File: src/rtl/dotp_pkg.sv
package dotp_pkg;
  // default geometry: four lanes, 8-bit operands, upper operand packed 10 bits up
  localparam int DEF_LANES = 4;
  localparam int DEF_OP_W  = 8;
  localparam int DEF_SHIFT = 10;

  typedef enum logic {
    MODE_UNS = 1'b0,
    MODE_SGN = 1'b1
  } num_mode_e;
endpackage

File: src/rtl/dotp_packed_mul.sv
// Behavioural wide multiply: a * (b << SHIFT + c), result kept to PROD_W bits.
module dotp_packed_mul #(
  parameter int OP_W  = 8,
  parameter int SHIFT = 10,
  localparam int PROD_W = 2*OP_W + SHIFT
) (
  input  logic              sgn,
  input  logic [OP_W-1:0]   a,
  input  logic [OP_W-1:0]   b,
  input  logic [OP_W-1:0]   c,
  output logic [PROD_W-1:0] prod
);
  logic [PROD_W-1:0] a_w;
  logic [PROD_W-1:0] q_w;

  assign a_w  = {{(PROD_W-OP_W){sgn & a[OP_W-1]}}, a};
  // packed multiplier input: b in the upper field, c sign-extended underneath
  assign q_w  = {{OP_W{sgn & b[OP_W-1]}}, b, {SHIFT{1'b0}}}
              + {{(PROD_W-OP_W){sgn & c[OP_W-1]}}, c};
  assign prod = a_w * q_w;
endmodule

File: src/rtl/dotp_lsb_mul.sv
// Truncated multiplier: only the low W bits of the product.
module dotp_lsb_mul #(
  parameter int W = 6
) (
  input  logic [W-1:0] x,
  input  logic [W-1:0] y,
  output logic [W-1:0] p
);
  assign p = x * y;
endmodule

File: src/rtl/dotp_lane.sv
// One lane: packed multiply, split into fields, overlap correction field and borrow.
module dotp_lane #(
  parameter int OP_W  = 8,
  parameter int SHIFT = 10,
  localparam int PROD_W = 2*OP_W + SHIFT,
  localparam int LSB_W  = 2*OP_W - SHIFT,
  localparam int HI_W   = PROD_W - SHIFT - LSB_W
) (
  input  logic             sgn,
  input  logic [OP_W-1:0]  a,
  input  logic [OP_W-1:0]  b,
  input  logic [OP_W-1:0]  c,
  output logic [SHIFT-1:0] ylo,   // low bits of a*c, final as is
  output logic [LSB_W-1:0] efix,  // upper part of a*c, modulo 2^LSB_W
  output logic             brw,   // borrow out of the overlap field
  output logic [HI_W-1:0]  ohi,   // top field of the wide product
  output logic [LSB_W-1:0] zlo    // low bits of a*b
);
  logic [PROD_W-1:0] prod;
  logic [LSB_W:0]    diff;

  dotp_packed_mul #(.OP_W(OP_W), .SHIFT(SHIFT)) u_mul (
    .sgn (sgn), .a (a), .b (b), .c (c), .prod (prod)
  );

  dotp_lsb_mul #(.W(LSB_W)) u_lsb (
    .x (a[LSB_W-1:0]), .y (b[LSB_W-1:0]), .p (zlo)
  );

  // overlap field = (zlo + efix) mod 2^LSB_W, so efix = field - zlo; keep the borrow
  assign diff = {1'b0, prod[SHIFT+LSB_W-1:SHIFT]} - {1'b0, zlo};
  assign efix = diff[LSB_W-1:0];
  assign brw  = diff[LSB_W];
  assign ylo  = prod[SHIFT-1:0];
  assign ohi  = prod[PROD_W-1:SHIFT+LSB_W];
endmodule

File: src/rtl/dotp_reduce.sv
// Field-wise reduction across lanes; upper product repaired once on the sums.
module dotp_reduce #(
  parameter int LANES = 4,
  parameter int OP_W  = 8,
  parameter int SHIFT = 10,
  localparam int LSB_W = 2*OP_W - SHIFT,
  localparam int HI_W  = SHIFT,
  localparam int GROW  = $clog2(LANES),
  localparam int OUT_W = 2*OP_W + GROW
) (
  input  logic                   sgn,
  input  logic [LANES*SHIFT-1:0] ylo_v,
  input  logic [LANES*LSB_W-1:0] efix_v,
  input  logic [LANES-1:0]       brw_v,
  input  logic [LANES*HI_W-1:0]  ohi_v,
  input  logic [LANES*LSB_W-1:0] zlo_v,
  output logic [OUT_W-1:0]       sum_ab,
  output logic [OUT_W-1:0]       sum_ac
);
  localparam int YS_W  = SHIFT + GROW;
  localparam int ES_W  = LSB_W + GROW;
  localparam int HS_W  = HI_W + GROW;
  localparam int CNT_W = GROW + 1;

  logic [YS_W-1:0]  ylo_sum;
  logic [ES_W-1:0]  ef_sum;
  logic [HS_W-1:0]  hi_sum;
  logic [ES_W-1:0]  zl_sum;
  logic [CNT_W-1:0] brw_cnt;
  logic [CNT_W-1:0] sfix_cnt;
  logic [HS_W-1:0]  zhi;
  logic [OUT_W-1:0] ef_ext;

  always_comb begin
    ylo_sum  = '0;
    ef_sum   = '0;
    hi_sum   = '0;
    zl_sum   = '0;
    brw_cnt  = '0;
    sfix_cnt = '0;
    for (int i = 0; i < LANES; i++) begin
      ylo_sum  = ylo_sum + YS_W'(ylo_v[i*SHIFT +: SHIFT]);
      ef_sum   = ef_sum + {{GROW{sgn & efix_v[i*LSB_W+LSB_W-1]}}, efix_v[i*LSB_W +: LSB_W]};
      hi_sum   = hi_sum + {{GROW{sgn & ohi_v[i*HI_W+HI_W-1]}}, ohi_v[i*HI_W +: HI_W]};
      zl_sum   = zl_sum + ES_W'(zlo_v[i*LSB_W +: LSB_W]);
      brw_cnt  = brw_cnt + CNT_W'(brw_v[i]);
      // negative c-product: its upper part was taken from the high field one step too low
      sfix_cnt = sfix_cnt + CNT_W'(sgn & efix_v[i*LSB_W+LSB_W-1]);
    end
  end

  // one deferred repair: borrows, sign fixes and the carry out of the low sum
  assign zhi    = hi_sum - HS_W'(brw_cnt) + HS_W'(sfix_cnt)
                + HS_W'(zl_sum[ES_W-1:LSB_W]);
  assign sum_ab = {zhi, zl_sum[LSB_W-1:0]};

  assign ef_ext = {{(OUT_W-ES_W){sgn & ef_sum[ES_W-1]}}, ef_sum};
  assign sum_ac = (ef_ext << SHIFT) + OUT_W'(ylo_sum);
endmodule

File: src/rtl/int8_dual_dot4.sv
// Two-stage pipeline: lane products registered, then reduction registered.
module int8_dual_dot4 #(
  parameter int LANES = dotp_pkg::DEF_LANES,
  parameter int OP_W  = dotp_pkg::DEF_OP_W,
  parameter int SHIFT = dotp_pkg::DEF_SHIFT,
  localparam int OUT_W = 2*OP_W + $clog2(LANES)
) (
  input  logic                  clk,
  input  logic                  rst,
  input  logic                  in_valid,
  input  logic                  in_signed,
  input  logic [LANES*OP_W-1:0] in_a,
  input  logic [LANES*OP_W-1:0] in_b,
  input  logic [LANES*OP_W-1:0] in_c,
  output logic                  out_valid,
  output logic [OUT_W-1:0]      dot_ab,
  output logic [OUT_W-1:0]      dot_ac
);
  import dotp_pkg::*;

  localparam int LSB_W = 2*OP_W - SHIFT;
  localparam int HI_W  = SHIFT;

  logic [LANES*SHIFT-1:0] l_ylo, s1_ylo;
  logic [LANES*LSB_W-1:0] l_efix, s1_efix;
  logic [LANES-1:0]       l_brw, s1_brw;
  logic [LANES*HI_W-1:0]  l_ohi, s1_ohi;
  logic [LANES*LSB_W-1:0] l_zlo, s1_zlo;
  logic                   s1_valid;
  num_mode_e              s1_mode;
  logic [OUT_W-1:0]       red_ab, red_ac;

  for (genvar g = 0; g < LANES; g++) begin : g_lane
    dotp_lane #(.OP_W(OP_W), .SHIFT(SHIFT)) u_lane (
      .sgn  (in_signed),
      .a    (in_a[g*OP_W +: OP_W]),
      .b    (in_b[g*OP_W +: OP_W]),
      .c    (in_c[g*OP_W +: OP_W]),
      .ylo  (l_ylo[g*SHIFT +: SHIFT]),
      .efix (l_efix[g*LSB_W +: LSB_W]),
      .brw  (l_brw[g]),
      .ohi  (l_ohi[g*HI_W +: HI_W]),
      .zlo  (l_zlo[g*LSB_W +: LSB_W])
    );
  end

  // stage 1: lane fields
  always_ff @(posedge clk) begin
    if (rst) begin
      s1_valid <= 1'b0;
      s1_mode  <= MODE_UNS;
    end else begin
      s1_valid <= in_valid;
      if (in_valid) s1_mode <= in_signed ? MODE_SGN : MODE_UNS;
    end
  end

  always_ff @(posedge clk) begin
    if (in_valid) begin
      s1_ylo  <= l_ylo;
      s1_efix <= l_efix;
      s1_brw  <= l_brw;
      s1_ohi  <= l_ohi;
      s1_zlo  <= l_zlo;
    end
  end

  dotp_reduce #(.LANES(LANES), .OP_W(OP_W), .SHIFT(SHIFT)) u_red (
    .sgn    (s1_mode == MODE_SGN),
    .ylo_v  (s1_ylo),
    .efix_v (s1_efix),
    .brw_v  (s1_brw),
    .ohi_v  (s1_ohi),
    .zlo_v  (s1_zlo),
    .sum_ab (red_ab),
    .sum_ac (red_ac)
  );

  // stage 2: registered outputs
  always_ff @(posedge clk) begin
    if (rst) begin
      out_valid <= 1'b0;
      dot_ab    <= '0;
      dot_ac    <= '0;
    end else begin
      out_valid <= s1_valid;
      if (s1_valid) begin
        dot_ab <= red_ab;
        dot_ac <= red_ac;
      end
    end
  end

  AST_VALID_PIPE: assert property (@(posedge clk) disable iff (rst)
    in_valid |=> ##1 out_valid) else $error("valid lost in pipe");
  AST_NO_SPURIOUS: assert property (@(posedge clk) disable iff (rst)
    !in_valid |=> ##1 !out_valid) else $error("spurious out_valid");
  AST_HOLD_RESULT: assert property (@(posedge clk) disable iff (rst)
    (!out_valid && !$past(rst)) |-> ($stable(dot_ab) && $stable(dot_ac))) else $error("result moved");
  AST_ZERO_SHARED: assert property (@(posedge clk) disable iff (rst)
    (in_valid && in_a == '0) |=> ##1 (dot_ab == '0 && dot_ac == '0)) else $error("zero a nonzero sum");

  for (genvar g = 0; g < LANES; g++) begin : g_chk
    AST_BRW_EFIX: assert property (@(posedge clk) disable iff (rst)
      (s1_valid && s1_brw[g]) |-> (s1_efix[g*LSB_W +: LSB_W] != '0)) else $error("borrow with zero field");
  end
endmodule

File: config.mk
export PLATFORM = sky130hd
export DESIGN_NAME = int8_dual_dot4
export DESIGN_NICKNAME = d
export VERILOG_FILES = /design/src/rtl/dotp_pkg.sv /design/src/rtl/dotp_packed_mul.sv /design/src/rtl/dotp_lsb_mul.sv /design/src/rtl/dotp_lane.sv /design/src/rtl/dotp_reduce.sv /design/src/rtl/int8_dual_dot4.sv
export SDC_FILE = /design/constraint.sdc
export NUM_CORES = 2
export LEC_CHECK = 0
export BUFFER_PORTS_ARGS = -buffer_cell sky130_fd_sc_hd__buf_2
export CAP_MARGIN = 40
export CORE_ASPECT_RATIO = 0.7
export CORE_MARGIN = 2
export CORE_UTILIZATION = 45
export CTS_BUF_LIST = sky130_fd_sc_hd__clkbuf_8
export DETAILED_ROUTE_END_ITERATION = 6
export PLACE_DENSITY = 0.68
export SYNTH_ARGS = -nofsm -noshare
export SYNTH_HDL_FRONTEND = slang
export SYNTH_SLANG_ARGS = --single-unit
File: constraint.sdc
create_clock -name clk -period 6.3 [get_ports clk]
set_clock_uncertainty 0.05 [all_clocks]
set_input_delay 0.315 -clock clk [delete_from_list [all_inputs] [get_ports clk]]
set_output_delay 0.315 -clock clk [all_outputs]
set_load 0.05 [all_outputs]
==> impl_metrics.env <==
export IMPL_synth_edff_count=132
export IMPL_synthesis_area_um2=34900
export IMPL_max_slew_margin=0.4368
export IMPL_clock_latency_ns=0.49
export IMPL_muxShareOfSynthArea=0.005450
export IMPL_cp_startpoint="s1_zlo[6]"
export IMPL_vias=25537
export IMPL_synth_flop_cell="edfxtp_1"
export IMPL_synth_xor_area_frac=0.06407
export IMPL_cts_made_buffers=17
export IMPL_die_x_um=336.8
export IMPL_crit_fanout=2
export IMPL_syn_area_per_cell_um2=9.378
export IMPL_wl_um=86630
export IMPL_yosysMostFrequentCell="inv_1"
export IMPL_cp_start_kind="flip-flop"
export IMPL_r2r_slack_ns=0.02
export IMPL_grt_pass1_wl_um=142200
export IMPL_synth_top_area_share=0.3585
export IMPL_pre_cts_ws_ns=-0.4780
export IMPL_synth_compound_area_frac=0.05740
export IMPL_antenna_left=0
export IMPL_final_setup_worst_slack_ns=0.01862
export IMPL_reg2reg_depth=27
export IMPL_finalSetupViolations=0
export IMPL_synth_top_family_by_area="adder cells"
export IMPL_clk_path_buf_depth=2
export IMPL_synth_fp_nets=4802
export IMPL_yosys_register_bits=171
export IMPL_coreArea_um2=76790
export IMPL_place_hpwl_um=74790
export IMPL_design_area_um2=39890
export IMPL_place_congestion=0.9329
export IMPL_final_net_count=5184
export IMPL_layout_drive_gt1_share=0.1535
export IMPL_clk_pin_slew_worst_paths_ns=0.09
export IMPL_ios=137
export IMPL_slew_violations=0
export IMPL_die_y_um=237.0
export IMPL_synth_area_leaders="fa_1 36%, ha_1 13%, edfxtp_1 11%"
export IMPL_async_reset_ff_frac=0
export IMPL_htree_num_levels=4
export IMPL_grt_overflow_total=0
export IMPL_path_class="reg -> reg"
export IMPL_rsz0062_at_grt="true"
export IMPL_setup_worst_path_end_class="flip-flop"
export IMPL_clock_sinks=171
export IMPL_yosysSeqAreaShare=0.1360
export IMPL_area_delta_synth_final_pct=14.32
export IMPL_maxCapViolCount=0
export IMPL_antenna_found_initial=3
export IMPL_cp_required_ns=6.60
export IMPL_cp_arrival_ns=6.58
export IMPL_via_per_inst=4.948
export IMPL_yosys_cell_types_count=74
export IMPL_fin_crit_ns=6.281
export IMPL_yosys_warnings=0
export IMPL_start_util=0.4545
export IMPL_dieArea_um2=79830
export IMPL_wl_per_cell_um=16.79
export IMPL_drcViolationCount=0
export IMPL_grt_usage=0.2253
export IMPL_synth_simple_area_share=0.1530
export IMPL_num_fill_cells=7027
export IMPL_fin_crit_sh=0.9970
export IMPL_tightest_slew_ns=0.8396
export IMPL_synth_cells=3721
export IMPL_yosys_area_share_adder=0.4865
export IMPL_row_count=85
export IMPL_port_buffers=136
export IMPL_grt_pass1_vias=26570
export IMPL_grt_max_degree=73
export IMPL_max_freq_mhz=159.2
export IMPL_hold_path_class="in -> reg"
export IMPL_r2r_start="s1_zlo[6]"
export IMPL_rr_endpoint="dot_ab[14]"
export IMPL_first_pass_iters=5
export IMPL_drt_iter0_drc=1742
export IMPL_yosys_area_top_type="fa_1"
export IMPL_endpoint="dot_ab[14]"
export IMPL_tritoncts="built"
export IMPL_place_area_um2=39120
export IMPL_cts_root_buf="clkbuf_8"
export IMPL_synthTopCellsByCount="777 x inv_1, 625 x fa_1, 420 x nand2_1"
export IMPL_hold_violations=0
export IMPL_outcome="finished, final reports clean"
worst min-delay path by stage:
stage / startpoint / endpoint / slack (ns) / cells after the start
after detailed placement: dot_ac[11] / dot_ac[11] / 0.42 / 2
final: in_c[16] / s1_ylo[20] / 0.19 / 2
after global routing: in_c[8] / s1_ylo[10] / 0.18 / 2
after CTS: in_c[16] / s1_ylo[20] / 0.16 / 2
after global placement: dot_ab[13] / dot_ab[13] / 0.42 / 2
after floorplan: in_valid / s1_brw[0] / 0.38 / 0
layer usage:
layer / track usage / share of wire / up-vias
li1: - / - / 12170
met1: 0.3336 / 0.48 / 12763
met2: 0.3507 / 0.45 / 548
met3: 0.04660 / 0.069 / 52
met4: 0.02422 / 0.0081 / 4
met5: 0 / 0.00021 / -
state kept, by name, indices dropped and copies added, names as in the netlist:
register,count
s1_efix,24
s1_valid,1
s1_ylo,40
out_valid,1
s1_ohi,40
s1_mode,1
dot_ac,18
s1_brw,4
s1_zlo,24
dot_ab,18
kinds of logic after synthesis:
family          after synthesis
simple gates               1089
fa+ha+maj                   982
compound gates              311
mux                          19
xor+xnor                    252
flops                       171
buf+inv                     897
stage by stage:
stage | setup TNS, ns | utilization | cells | hold WS [ns]
after floorplan | 0 | - | 3721 | 0.3775
after global placement | -5.852 | 0.5091 | 5118 | 0.4181
after detailed placement | -10.23 | 0.5095 | 5119 | 0.4250
after CTS | 0 | 0.5154 | 5153 | 0.1612
after global routing | -0.8259 | 0.5196 | 5161 | 0.1841
final | 0 | 0.5196 | 5161 | 0.1927
final cells by class:
class                      instances  area (µm²)  share of cell area
sequential                       171        4745              0.1189
clock buffer                      18       247.7            0.006210
clock inverter                    14       142.6            0.003575
inverter                         780        2933             0.07351
tap                             1044        1306             0.03274
timing repair buffer             480        3296             0.08261
antenna                            1       2.502          0.00006273
multi-input combinational       2653       27220              0.6824
what timing repair did:
action | 4_1_cts | 5_1_grt
endpoints found under the setup margin | 5 | 25
setup buffers | 2 | 8
resized for setup | 13 | 55
hold buffers | 0 | 0
pin swaps | 10 | 35
worst max-delay path, cell delays in order (launching register included):
cell and delay, ns:
edfxtp_1 0.38, ha_2 0.21, fa_2 0.38, xnor2_2 0.16, fa_1 0.51, inv_1 0.05, ha_1 0.27, a21o_1 0.16
a21o_1 0.19, a21o_1 0.19, a21oi_2 0.18, xnor2_2 0.09, fa_1 0.50, inv_2 0.05, fa_2 0.47, fa_1 0.53
inv_2 0.05, ha_4 0.16, fa_2 0.39, a21o_1 0.19, a21oi_2 0.17, o21bai_1 0.09, a21oi_2 0.15, nor2b_1 0.07
o21ai_2 0.15, nand2b_1 0.12, xnor2_2 0.17, o22ai_1 0.10
layout by cell type, fill, tap and decap left out, drive strengths merged, types with 5 or more instances in the layout:
cell type    n
nand4        9
fa         625
o31ai        8
edfxtp     132
nor4         8
o41ai        8
and2       313
inv        787
o21ai       61
nand2      421
or3          6
nor2       156
or2         25
o21bai      17
dfxtp       39
a211oi      12
nand2b      32
xor2        61
nand3       24
clkbuf      18
a21oi      101
nor2b       25
and3        24
a31oi        9
nor3b        5
xnor2      190
o21a        12
mux2i       19
buf        480
a21boi       7
ha         356
a21o        36
nor3        32
Power is not shown: default switching activity piles up to over one toggle a cycle in this logic, so the estimate is an artifact.
